File: src/rtl/drv_seq_pkg.sv
package drv_seq_pkg;

  typedef enum logic [2:0] {
    ST_SLEEP   = 3'd0,
    ST_STANDBY = 3'd1,
    ST_START   = 3'd2,
    ST_RUN     = 3'd3,
    ST_FAULT   = 3'd4
  } pwr_state_e;

  // convert a microsecond window to clock cycles, never below one
  function automatic int unsigned us_to_cycles(input longint unsigned clk_hz,
                                               input longint unsigned us);
    longint unsigned c;
    c = (clk_hz * us) / 64'd1000000;
    if (c == 64'd0) c = 64'd1;
    return 32'(c);
  endfunction

endpackage

File: src/rtl/seq_run_counter.sv
module seq_run_counter #(
  parameter int unsigned MAX = 4,
  parameter int          W   = $clog2(MAX + 1)
) (
  input  logic         clk,
  input  logic         rst_n,
  input  logic         run,
  output logic [W-1:0] cnt
);

  logic [W-1:0] cnt_d;
  logic         at_max;

  assign at_max = (cnt == W'(MAX));

  always_comb begin
    cnt_d = cnt;
    if (!run)        cnt_d = '0;
    else if (!at_max) cnt_d = cnt + W'(1);
  end

  always_ff @(posedge clk or negedge rst_n) begin
    if (!rst_n) cnt <= '0;
    else        cnt <= cnt_d;
  end


  count_step_chk: assert property (@(posedge clk) disable iff (!rst_n)
    (run && !at_max) |=> (cnt == $past(cnt) + W'(1)));

endmodule

File: src/rtl/fault_delay_sel.sv
module fault_delay_sel #(
  parameter int          DW      = 3,
  parameter int unsigned OC_CYC  = 1,
  parameter int unsigned OV_CYC  = 3,
  parameter int unsigned OTH_CYC = 5
) (
  input  logic          oc,
  input  logic          ov,
  input  logic          uv,
  input  logic          ot,
  output logic [DW-1:0] dly
);

  always_comb begin
    if (oc)            dly = DW'(OC_CYC);
    else if (ov)       dly = DW'(OV_CYC);
    else if (uv || ot) dly = DW'(OTH_CYC);
    else               dly = '0;
  end

  always_comb begin
    if (oc || ov || uv || ot) begin

      dly_nonzero_chk: assert (dly != '0);
    end
  end

endmodule

File: src/rtl/gate_drv_seq.sv
module gate_drv_seq import drv_seq_pkg::*; #(
  parameter longint unsigned CLK_HZ         = 100_000_000,
  parameter int unsigned     T_OE_OFF_US    = 4,
  parameter int unsigned     T_LONG_LOW_US  = 1000,
  parameter int unsigned     T_BOOT_WAIT_US = 16000,
  parameter int unsigned     T_WAKE_US      = 150,
  parameter int unsigned     T_OC_US        = 1,
  parameter int unsigned     T_OV_US        = 3,
  parameter int unsigned     T_OTHER_US     = 5
) (
  input  logic       clk,
  input  logic       rst_n,
  input  logic       oe,
  input  logic       wake,
  input  logic       sleep_sel,
  input  logic       boot_pg,
  input  logic       flt_oc,
  input  logic       flt_ov,
  input  logic       flt_uv,
  input  logic       flt_ot,
  output logic       drv_en,
  output logic [2:0] state_code,
  output logic       fault_latched
);

  localparam int unsigned OFF_CYC  = us_to_cycles(CLK_HZ, T_OE_OFF_US);
  localparam int unsigned LOW_CYC  = us_to_cycles(CLK_HZ, T_LONG_LOW_US);
  localparam int unsigned BOOT_CYC = us_to_cycles(CLK_HZ, T_BOOT_WAIT_US);
  localparam int unsigned WAKE_CYC = us_to_cycles(CLK_HZ, T_WAKE_US);
  localparam int unsigned OC_CYC   = us_to_cycles(CLK_HZ, T_OC_US);
  localparam int unsigned OV_CYC   = us_to_cycles(CLK_HZ, T_OV_US);
  localparam int unsigned OTH_CYC  = us_to_cycles(CLK_HZ, T_OTHER_US);
  localparam int unsigned DLY_A    = (OC_CYC > OV_CYC) ? OC_CYC : OV_CYC;
  localparam int unsigned DLY_MAX  = (DLY_A > OTH_CYC) ? DLY_A : OTH_CYC;
  localparam int DW = $clog2(DLY_MAX + 1);
  localparam int LW = $clog2(LOW_CYC + 1);
  localparam int BW = $clog2(BOOT_CYC + 1);
  localparam int WW = $clog2(WAKE_CYC + 1);

  // reset: asserted asynchronously, released after two clocks
  logic [1:0] rst_sync;
  logic       rst_i_n;

  always_ff @(posedge clk or negedge rst_n) begin
    if (!rst_n) rst_sync <= 2'b00;
    else        rst_sync <= {rst_sync[0], 1'b1};
  end
  assign rst_i_n = rst_sync[1];

  pwr_state_e    st_q, st_d;
  logic          oe_q;
  logic [LW-1:0] low_cnt;
  logic [BW-1:0] boot_cnt;
  logic [WW-1:0] wake_cnt;
  logic [DW-1:0] off_q, off_d, sel_dly;
  logic          any_flt, long_low, boot_full, wake_full, oe_rise;
  logic          low_run, boot_run, wake_run;

  assign low_run  = !oe;
  assign boot_run = (st_q == ST_START);
  assign wake_run = (st_q == ST_SLEEP) && wake;

  seq_run_counter #(.MAX(LOW_CYC), .W(LW)) u_low_cnt (
    .clk(clk), .rst_n(rst_i_n), .run(low_run), .cnt(low_cnt));

  seq_run_counter #(.MAX(BOOT_CYC), .W(BW)) u_boot_cnt (
    .clk(clk), .rst_n(rst_i_n), .run(boot_run), .cnt(boot_cnt));

  seq_run_counter #(.MAX(WAKE_CYC), .W(WW)) u_wake_cnt (
    .clk(clk), .rst_n(rst_i_n), .run(wake_run), .cnt(wake_cnt));

  fault_delay_sel #(.DW(DW), .OC_CYC(OC_CYC), .OV_CYC(OV_CYC), .OTH_CYC(OTH_CYC)) u_dly_sel (
    .oc(flt_oc), .ov(flt_ov), .uv(flt_uv), .ot(flt_ot), .dly(sel_dly));

  assign any_flt   = flt_oc || flt_ov || flt_uv || flt_ot;
  assign long_low  = (low_cnt == LW'(LOW_CYC));
  assign boot_full = (boot_cnt == BW'(BOOT_CYC));
  assign wake_full = (wake_cnt == WW'(WAKE_CYC));
  assign oe_rise   = oe && !oe_q;

  always_comb begin
    st_d = st_q;
    unique case (st_q)
      ST_SLEEP:   if (wake && wake_full) st_d = ST_STANDBY;
      ST_STANDBY: if (oe_rise) st_d = ST_START;
      ST_START: begin
        if (any_flt)                   st_d = ST_FAULT;
        else if (!oe)                  st_d = ST_STANDBY;
        else if (boot_pg || boot_full) st_d = ST_RUN;
      end
      ST_RUN: begin
        if (any_flt)       st_d = ST_FAULT;
        else if (long_low) st_d = sleep_sel ? ST_SLEEP : ST_STANDBY;
      end
      ST_FAULT: begin
        if (long_low)                 st_d = sleep_sel ? ST_SLEEP : ST_STANDBY;
        else if (oe_rise && !any_flt) st_d = ST_RUN;
      end
      default: st_d = ST_STANDBY;
    endcase
  end

  always_comb begin
    off_d = off_q;
    if (st_q == ST_RUN && any_flt)          off_d = sel_dly;
    else if (st_q == ST_FAULT && off_q != '0) off_d = off_q - DW'(1);
    else if (st_q != ST_FAULT)               off_d = '0;
  end

  always_ff @(posedge clk or negedge rst_i_n) begin
    if (!rst_i_n) begin
      st_q  <= ST_STANDBY;
      oe_q  <= 1'b0;
      off_q <= '0;
    end else begin
      st_q  <= st_d;
      oe_q  <= oe;
      off_q <= off_d;
    end
  end

  assign drv_en = ((st_q == ST_RUN) && (low_cnt < LW'(OFF_CYC))) ||
                  ((st_q == ST_FAULT) && (off_q != '0));
  assign state_code    = st_q;
  assign fault_latched = (st_q == ST_FAULT);


  flt_entry_chk: assert property (@(posedge clk) disable iff (!rst_i_n)
    ((st_q == ST_RUN || st_q == ST_START) && any_flt) |=> (st_q == ST_FAULT));


  flt_hold_chk: assert property (@(posedge clk) disable iff (!rst_i_n)
    (st_q == ST_FAULT && any_flt && !long_low) |=> (st_q == ST_FAULT));


  sleep_hold_chk: assert property (@(posedge clk) disable iff (!rst_i_n)
    (st_q == ST_SLEEP && !wake) |=> (st_q == ST_SLEEP));


  long_low_exit_chk: assert property (@(posedge clk) disable iff (!rst_i_n)
    (st_q == ST_RUN && !any_flt && long_low) |=>
      (st_q == ($past(sleep_sel) ? ST_SLEEP : ST_STANDBY)));


  flt_delay_start_chk: assert property (@(posedge clk) disable iff (!rst_i_n)
    ($rose(st_q == ST_FAULT) && $past(st_q == ST_RUN)) |-> drv_en);

endmodule

File: config.mk
export PLATFORM = sky130hd
export DESIGN_NAME = gate_drv_seq
export DESIGN_NICKNAME = d
export VERILOG_FILES = /design/src/rtl/drv_seq_pkg.sv /design/src/rtl/seq_run_counter.sv /design/src/rtl/fault_delay_sel.sv /design/src/rtl/gate_drv_seq.sv
export SDC_FILE = /design/constraint.sdc
export NUM_CORES = 1
export LEC_CHECK = 0
export BUFFER_PORTS_ARGS = -buffer_cell sky130_fd_sc_hd__buf_2
export CAP_MARGIN = 20
export CORE_ASPECT_RATIO = 0.7
export CORE_MARGIN = 5
export CORE_UTILIZATION = 56
export CTS_CLUSTER_SIZE = 8
export DETAILED_ROUTE_END_ITERATION = 8
export GPL_TIMING_DRIVEN = 0
export PLACE_DENSITY = 0.76
export SLEW_MARGIN = 20
export SYNTH_ARGS = -nofsm -noshare
export SYNTH_HDL_FRONTEND = slang
export SYNTH_SLANG_ARGS = --single-unit
File: constraint.sdc
create_clock -name clk -period 1.8 [get_ports clk]
set_input_delay 0.18 -clock clk [delete_from_list [all_inputs] [get_ports clk]]
set_output_delay 0.18 -clock clk [all_outputs]
set_load 0.01 [all_outputs]
Yosys cells after proc, flatten, opt, wreduce, memory -nomap -nowiden
Cells that the tools add are included.
Word-level totals
  register bits after elaboration: 67
  input bits: 10
  output and inout port bits: 5
  logic and storage cells: 70
Cells by class
  add/subtract/negate cells: 4
  order comparisons: 1
  eq/ne operators: 16
  multiplexer cells: 23
  reduce and logical (&&, ||, !) cells: 19
Operators with widths (number)
  9-bit two-way mux: 6
  21-bit two-way mux: 2
  17-bit two-way mux: 2
  14-bit two-way mux: 2
  3-bit two-way mux: 9
  21-bit by 1-bit adder with 21-bit output (second input constant): 1
  21-bit == test (second input constant): 1
  17-bit by 1-bit adder with 17-bit output (second input constant): 1
  17-bit == test (second input constant): 1
  17-bit by 9-bit less-than comparator with 1-bit output (second input constant): 1
  3-bit one-hot mux with 5 select lines: 1
  14-bit by 1-bit adder with 14-bit output (second input constant): 1
  14-bit == test (second input constant): 1
  9-bit nonzero test: 1
  9-bit by 1-bit subtractor with 9-bit output (second input constant): 1
  2-bit inequality test (second input constant): 4
  1-bit logical AND: 7
  3-bit by 2-bit == test with 1-bit output (second input constant): 2
  1-bit logical OR: 6
  3-bit inequality test (second input constant): 2
  5-bit AND reduction: 1
  4-bit inequality test (second input constant): 1
  3-bit by 1-bit == test with 1-bit output (second input constant): 1
  3-bit == test (second input constant): 1
  6 further kinds: 7

Logic depth before layout (Yosys ltp)
Gate-level depths: netlist of the first run.
  depth after elaboration: 8
  gate-level depth with buffers: 8
  depth with buffers taken out: 7

Cells and area by module
From an unflattened synthesis of the first run, not the netlist that was laid out.
Second synthesis, totals
  cells, all modules: 423
  area total of the unflattened synthesis: 3958.8 um^2
By module, submodules not included
  seq_run_counter at u_boot_cnt: times used 1, cells an instance 118, area each 1124.8 um^2, seq. area each 525.5 um^2
  gate_drv_seq: times used 1, cells an instance 117, area each 1064.8 um^2, seq. area each 376.6 um^2
  seq_run_counter at u_low_cnt: times used 1, cells an instance 94, area each 918.4 um^2, seq. area each 425.4 um^2
  seq_run_counter at u_wake_cnt: times used 1, cells an instance 81, area each 778.2 um^2, seq. area each 350.3 um^2
  fault_delay_sel: times used 1, cells an instance 13, area each 72.6 um^2, seq. area each 0.0 um^2

Worst setup path before layout of the first run
OpenSTA, ideal clock, no wires.
  path kind: flip-flop to flip-flop
  start: register off_q[0]
  end: register off_q[5]
  library setup time: 0.131 ns
  arrival time: 1.599 ns
  data required time: 1.669 ns
  path slack: 0.070 ns
  stages on the path, launching flop included: 9
  buffers on the path: 1
  clock period less this slack: 1.730 ns
  cell sequence: dfrtp_1 inv_1 ha_1 nor3b_1 and4bb_2 buf_2 nor3b_1 xnor2_1 o22ai_1
Between the ends
  longest elaborated chain between the ends: 4
  elaborated cells on any way between the ends: 6
  those cells by class: add/sub (1); mux (2); reduce/logical (3)
Ends and longest elaborated chain
  from (decl): RTL line gate_drv_seq.sv:55  | logic [DW-1:0] off_q, off_d, sel_dly;
  from (signal assigned): RTL line gate_drv_seq.sv:114  | off_q <= '0;
  from (signal assigned): RTL line gate_drv_seq.sv:118  | off_q <= off_d;
  parallel branches: the longest is 4 deep, another holds 9-bit by 1-bit subtractor with 9-bit output
Several ways; the timed one is not identified.
A chain may end at the register's enable or synchronous reset.

Worst setup path in the final report of the first run
  start: register off_q[0]
  end: output drv_en
Between the ends
  longest elaborated chain between the ends: 3
Ends and longest elaborated chain
  9-bit nonzero test: RTL line gate_drv_seq.sv:123  | ((st_q == ST_FAULT) && (off_q != '0));
  1-bit logical AND: RTL line gate_drv_seq.sv:123
  1-bit logical OR: RTL line gate_drv_seq.sv:122  | assign drv_en = ((st_q == ST_RUN) && (low_cnt < LW'(OFF_CYC))) ||
  to (decl): RTL line gate_drv_seq.sv:21  | output logic drv_en,
No other way between the ends.

==> flow_summary_export.csv, run 1 <==
group,metric,value,unit
grt,grt_first_pass_wirelength,13100,µm
layout,final_cell_mix,"dfrtp_1, nor2_1, nand2_1, xor2_1, a21oi_1",
power_and_ir_drop,power_density,687,mW/mm²
timing,post-route-min-period,1800,ps
floorplan,core,0.00625,mm²
critical_path,cp_max_fo,2,
power_and_ir_drop,max-vdd-ir-drop,375,µV
synth,yosys_warnings,0,
power_and_ir_drop,power,2860,µW
route,antenna_left,0,
timing,drv_slew,0,
clock_network,cts_tree,"done",
synth,synthXorXnorAreaFrac,9.93,%
grt,antenna_found_initial,0,
layout,diodes,0,
hold_path,min_path_type,"in2reg",
layout,fillers,482,
layout,layoutNonFillerInstCount,502,
timing,setup_tns,-3.77,ps
critical_path,reg2regPathDepth,8,
place,dp_cells,477,
synth,syn_area,0.00362,mm²
outcome,status,"finished with violations",
grt,grt_usage,19.8,%
critical_path,r2r_start,"u_low_cnt.cnt[0]",
critical_path,crit_chain,"inv_2, ha_4, nor3b_4, and4bb_4, o21ai_1, buf_2",
timing,finalHoldViolCount,0,
route,drc,0,
critical_path,startpoint,"off_q[0]",
timing,clock_skew,7.96,ps
grt,grt_pass1_vias,2830,
floorplan,rows,24,
floorplan,die_y,77.2,µm
clock_network,clockRootBuffer,"clkbuf_8",
critical_path,end_kind,"output pin",
synth,ys_async_sr_fraction,100,%
clock_network,cts_buffers,9,
critical_path,max_stage_delay,400,ps
synth,synth.avg_cell_area,9.42,µm²
layout,multi_input_area,0.00192,mm²
route,via_per_inst,5.85,
timing,fin_ws,-3.77,ps
floorplan,start_util,57.9,%
critical_path,cp_num_cells,6,
critical_path,cp_num_buf_inv,2,
layout,fin_area,0.00416,mm²
timing,rsz0062_at_grt,"yes",
grt,grt_max_degree,37,
synth,synth_compound_area_share,8.34,%
grt,grt.overflow.total,0,
timing,timing.final.crit_share,100,%
timing,tightestPinTransition,522,ps
layout,layout_commonest_cell,"dfrtp_1",
critical_path,rrSetupSlack,80,ps
synth,syn-instance-count,384,
synth,synth-simple-area-share,29.4,%
place,placed_cell_area,0.00381,mm²
synth,synth-edff-count,0,
critical_path,arrival,1620,ps
route,vias,2935,
clock_network,clk_latency,340,ps
clock_network,clock-sinks,67,
synth,syn_nets,401,
route,wire_per_inst,15.2,µm
timing,relSlewSlack,64.9,%
clock_network,path_clk_slew,70,ps
layout,finish.utilization,66.6,%
layout,syn2layout_area_growth,15.0,%
critical_path,crit_family,"simple AND/OR/NAND/NOR gates",
place,hpwl,5320,µm
critical_path,start_kind,"flop",
route,first_pass_iters,4,
clock_network,h-tree-depth,3,
synth,synth_top_family_by_area,"simple AND/OR/NAND/NOR gates",
layout,regArea,0.00168,mm²
synth,synth-adder-area-share,2.42,%
critical_path,crit_slowest_cell,"dfrtp_1",
synth,synth-main-ff-cell,"dfrtp_1",
place,io_buffers,14,
synth,synth_mux_area_share,0.830,%
layout,fin_nets,436,
floorplan,dieArea,0.00819,mm²
layout,drive_above_1_share,16.7,%
route,wirelength,7650,µm
place,gp_congestion,0.849,
timing,setup_viol,1,
floorplan,die_width,106,µm
synth,ys_types,57,
critical_path,timing.rr.end,"state_code[0]",
critical_path,crit_path_end,"drv_en",
timing,max_freq,0.554,GHz
critical_path,crit_type,"reg2out",
synth,ys_ff_latch,67,
outcome,violations,"setup timing",
power_and_ir_drop,leakagePower,0.00173,µW
synth,synth.yosys.seq_area_share,46.4,%
run,drv_cap,0,
critical_path,required,1620,ps
floorplan,io_pins,15,
clock_network,clockBufferDepth,2,
route,drt_iter0_markers,167,
## registers in the layout (all words and copies together) (netlist names)
| register | count |
|---|---|
| oe_q | 1 |
| off_q | 9 |
| rst_sync | 2 |
| state_code | 3 |
| u_boot_cnt.cnt | 21 |
| u_low_cnt.cnt | 17 |
| u_wake_cnt.cnt | 14 |
## timing repair
action | CTS | global route
hold buffers | 2 | 0
cloned | 0 | 0
resized for setup | 15 | 13
setup buffers | 5 | 3
pin swaps | 0 | 5
endpoints found under the hold margin | 3 | 0
setup endpoints to repair | 13 | 11
## worst reg2reg max path: stages (launching register included)
cell and delay [ps]:
dfrtp_1 430, inv_1 80, ha_1 130, nor4bb_1 190
nand4_1 180, buf_6 180, a31oi_1 190, o211ai_1 110
o21ai_1 150
## cells in the mapped netlist (all sizes together) (4+ instances only)
library cell | instances | area [µm²]
or3 | 12 | 80.1
nor2 | 54 | 203
ha | 7 | 87.6
xnor2 | 17 | 149
o21ai | 13 | 65.1
nor3b | 5 | 37.5
and2 | 5 | 31.3
nor3 | 14 | 80.1
nand2 | 32 | 120
nor4 | 10 | 83.8
a21oi | 21 | 105
and3 | 8 | 50.1
nand4 | 9 | 62.6
dfrtp | 66 | 1650
inv | 12 | 45.0
xor2 | 24 | 210
buf | 7 | 33.8
nand3 | 19 | 113
nand4b | 4 | 35.0
## layer usage
metal / share of wire [%] / GRT usage [%]
met5: 0 / 0
met4: 1.3 / 7.89
met3: 4.7 / 5.45
met2: 46 / 30.1
met1: 48 / 27.0
## report_power, final
part / switching (µW) / internal, µW
logic: 56.7 / 36.6
clock network: 537 / 678
registers: 30.3 / 1520
total: 624 / 2230
## logic make-up (layout without fill, tap and decap cells)
| family | count (synthesis) | after routing |
|---|---|---|
| AO/OA/AOI/OAI | 51 | 51 |
| XOR/XNOR | 41 | 41 |
| adder cells (fa/ha/maj) | 7 | 7 |
| buffers and inverters | 23 | 63 |
| flip-flops | 67 | 67 |
| multiplexers | 3 | 3 |
| other | 1 | 1 |
| AND/OR/NAND/NOR | 191 | 191 |
## final cells by class
type | instances | share of cell area, %
timing repair buffer | 25 | 4.09
sequential | 67 | 40.5
clock buffer | 14 | 3.67
multi-input combinational | 294 | 46.2
tap | 78 | 2.35
buffer | 9 | 1.20
clock inverter | 2 | 0.842
inverter | 13 | 1.20
## how the worst min path moves through the flow
stage | cells after the start | slack, ps | start | endpoint
3_5_place_dp | 1 | -30 | rst_n | rst_sync[1]
6_report | 2 | 70 | flt_oc | off_q[8]
3_3_place_gp | 1 | -40 | rst_n | rst_sync[0]
2_1_floorplan | 0 | -120 | rst_n | rst_sync[0]
4_1_cts | 2 | 60 | flt_oc | off_q[8]
5_1_grt | 2 | 90 | flt_oc | off_q[8]
## through the flow
step / setup slack, ps / hold WS, ps
3_5_place_dp: -172 / -27.4
3_3_place_gp: -122 / -35.5
4_1_cts: -18.0 / 62.2
6_report: -3.77 / 74.9
5_1_grt: -76.1 / 86.4
2_1_floorplan: 69.9 / -116
No activity file was read; power rests on OpenSTA's default activity.
==> run 2: changes to the inputs <==
- CORE_UTILIZATION: 56 -> 58
- clock period: 1.8 -> 1.7 ns (I/O delays scaled with it)
==> flow_summary_export.csv, run 2 (same netlist as run 1, synthesis figures left out) <==
group,metric,value,unit
grt,antenna_found_initial,0,
layout,final_cell_mix,"dfrtp_1, nor2_1, nand2_1, xor2_1, buf_4",
timing,whs,65.0,ps
power_and_ir_drop,leakagePower,0.00188,µW
layout,drive_above_1_share,27.8,%
critical_path,rrSetupSlack,-70,ps
floorplan,die_y,76.1,µm
place,hpwl,5360,µm
critical_path,crit_slowest_cell,"dfrtp_1",
layout,finish.utilization,73.8,%
layout,fillers,407,
place,gp_congestion,0.857,
critical_path,crit_chain,"inv_2, ha_4, nor3b_4, and4bb_4, o21ai_2, buf_2",
timing,setup_viol,10,
layout,top_regs,"u_boot_cnt.cnt x21, u_low_cnt.cnt x17, u_wake_cnt.cnt x14",
grt,grt_usage,21.1,%
critical_path,arrival,1640,ps
run,drv_cap,0,
power_and_ir_drop,max-vdd-ir-drop,580,µV
layout,largest_register,"u_boot_cnt.cnt",
grt,grt_pass1_vias,2837,
floorplan,rows,24,
route,wire_per_inst,17.0,µm
critical_path,cp_num_cells,6,
outcome,status,"finished with violations",
grt,grt_first_pass_wirelength,13800,µm
critical_path,start_kind,"flop",
outcome,violations,"setup timing",
route,antenna_left,0,
route,drt_iter0_markers,221,
timing,drv_slew,0,
grt,grt.overflow.total,0,
timing,post-route-min-period,1810,ps
power_and_ir_drop,power_density,691,mW/mm²
grt,grt_max_degree,50,
critical_path,crit_path_end,"drv_en",
clock_network,clockRootBuffer,"clkbuf_8",
floorplan,dieArea,0.00794,mm²
timing,rsz0062_at_grt,"yes",
critical_path,crit_family,"simple AND/OR/NAND/NOR gates",
layout,fin_nets,451,
timing,max_freq,0.553,GHz
route,vias,3081,
floorplan,core,0.00616,mm²
timing,finalHoldViolCount,0,
critical_path,cp_num_buf_inv,2,
route,via_per_inst,5.96,
critical_path,cp_max_fo,3,
clock_network,clock-sinks,67,
critical_path,required,1530,ps
floorplan,io_pins,15,
critical_path,end_kind,"output pin",
clock_network,clk_latency,350,ps
layout,syn2layout_area_growth,25.5,%
critical_path,crit_type,"reg2out",
timing,tightestPinTransition,509,ps
timing,clock_skew,9.74,ps
place,io_buffers,14,
critical_path,reg2regPathDepth,9,
route,drc,0,
layout,diodes,0,
clock_network,h-tree-depth,3,
route,first_pass_iters,5,
critical_path,r2r_start,"off_q[0]",
critical_path,startpoint,"off_q[0]",
layout,layout_commonest_cell,"dfrtp_1",
clock_network,cts_buffers,9,
timing,fin_ws,-108,ps
floorplan,start_util,58.8,%
timing,timing.final.crit_share,106,%
hold_path,min_path_type,"in2reg",
layout,largest_reg_flops,21,
floorplan,die_width,104,µm
route,wirelength,8800,µm
critical_path,max_stage_delay,410,ps
clock_network,clockBufferDepth,2,
clock_network,path_clk_slew,80,ps
timing,relSlewSlack,66.0,%
critical_path,timing.rr.end,"off_q[5]",
clock_network,cts_tree,"done",
## run 2: changes by cell type in the layout (fill, tap and decap cells not counted), moves of 3 or more
cell and change:
dfrtp_1 -7, buf_4 +13, buf_6 +3, inv_1 -3, inv_2 +3, dfrtp_2 +7
## run 2: per-stage QoR
stage	setup TNS, ps	power, µW	instance area, µm²	instances	worst slack, ps
after detailed placement	-783	1770	3820	477	-275
after global placement	-491	1760	3790	476	-171
after CTS	-145	3140	4230	505	-125
final	-431	3140	4540	517	-108
after global routing	-2000	3270	4540	517	-183
after floorplan	0	1720	3620	384	4.71
## run 2: repair_timing
action / in CTS / in global routing
setup buffers: 11 / 12
endpoints found under the hold margin: 3 / 0
pin swaps: 5 / 12
cloned: 0 / 0
gates resized for setup: 30 / 53
hold buffers: 2 / 0
endpoints found under the setup margin: 14 / 37
## run 2: worst min-delay path by stage
stage | startpoint | endpoint | slack (ps) | cells after the start
after floorplan | rst_n | rst_sync[0] | -130 | 0
after global placement | rst_n | rst_sync[0] | -50 | 1
after detailed placement | rst_n | rst_sync[0] | -40 | 1
after CTS | flt_oc | off_q[8] | 50 | 2
after global routing | sleep_sel | state_code[0] | 70 | 3
final | flt_oc | off_q[8] | 70 | 2
## run 2: report_power, final
| group | total (µW) | internal (µW) | switching [µW] |
|---|---|---|---|
| registers | 1640 | 1610 | 26.2 |
| logic | 148 | 63.6 | 84.5 |
| clock network | 1360 | 758 | 597 |
## run 2: per-layer routing
layer  routed length [µm]  global-route usage, %  vias to the layer above
met5                    0                      0                        -
met4                  143                   6.47                        0
met3                  563                   5.67                       15
met2                 4110                   30.2                      114
met1                 3980                   31.2                     1499
li1                     -                      -                     1453
## run 2: area by class of cell
cell class              count  area [µm²]  area share (%)
clock inverters             2        35.0           0.772
inverters                  13        51.3            1.13
plain buffers               9        56.3            1.24
clock buffers              14         163            3.58
multi-input cells         294        2140            47.0
repair buffers             40         309            6.81
flip-flops and latches     67        1690            37.3
well taps                  78        97.6            2.15
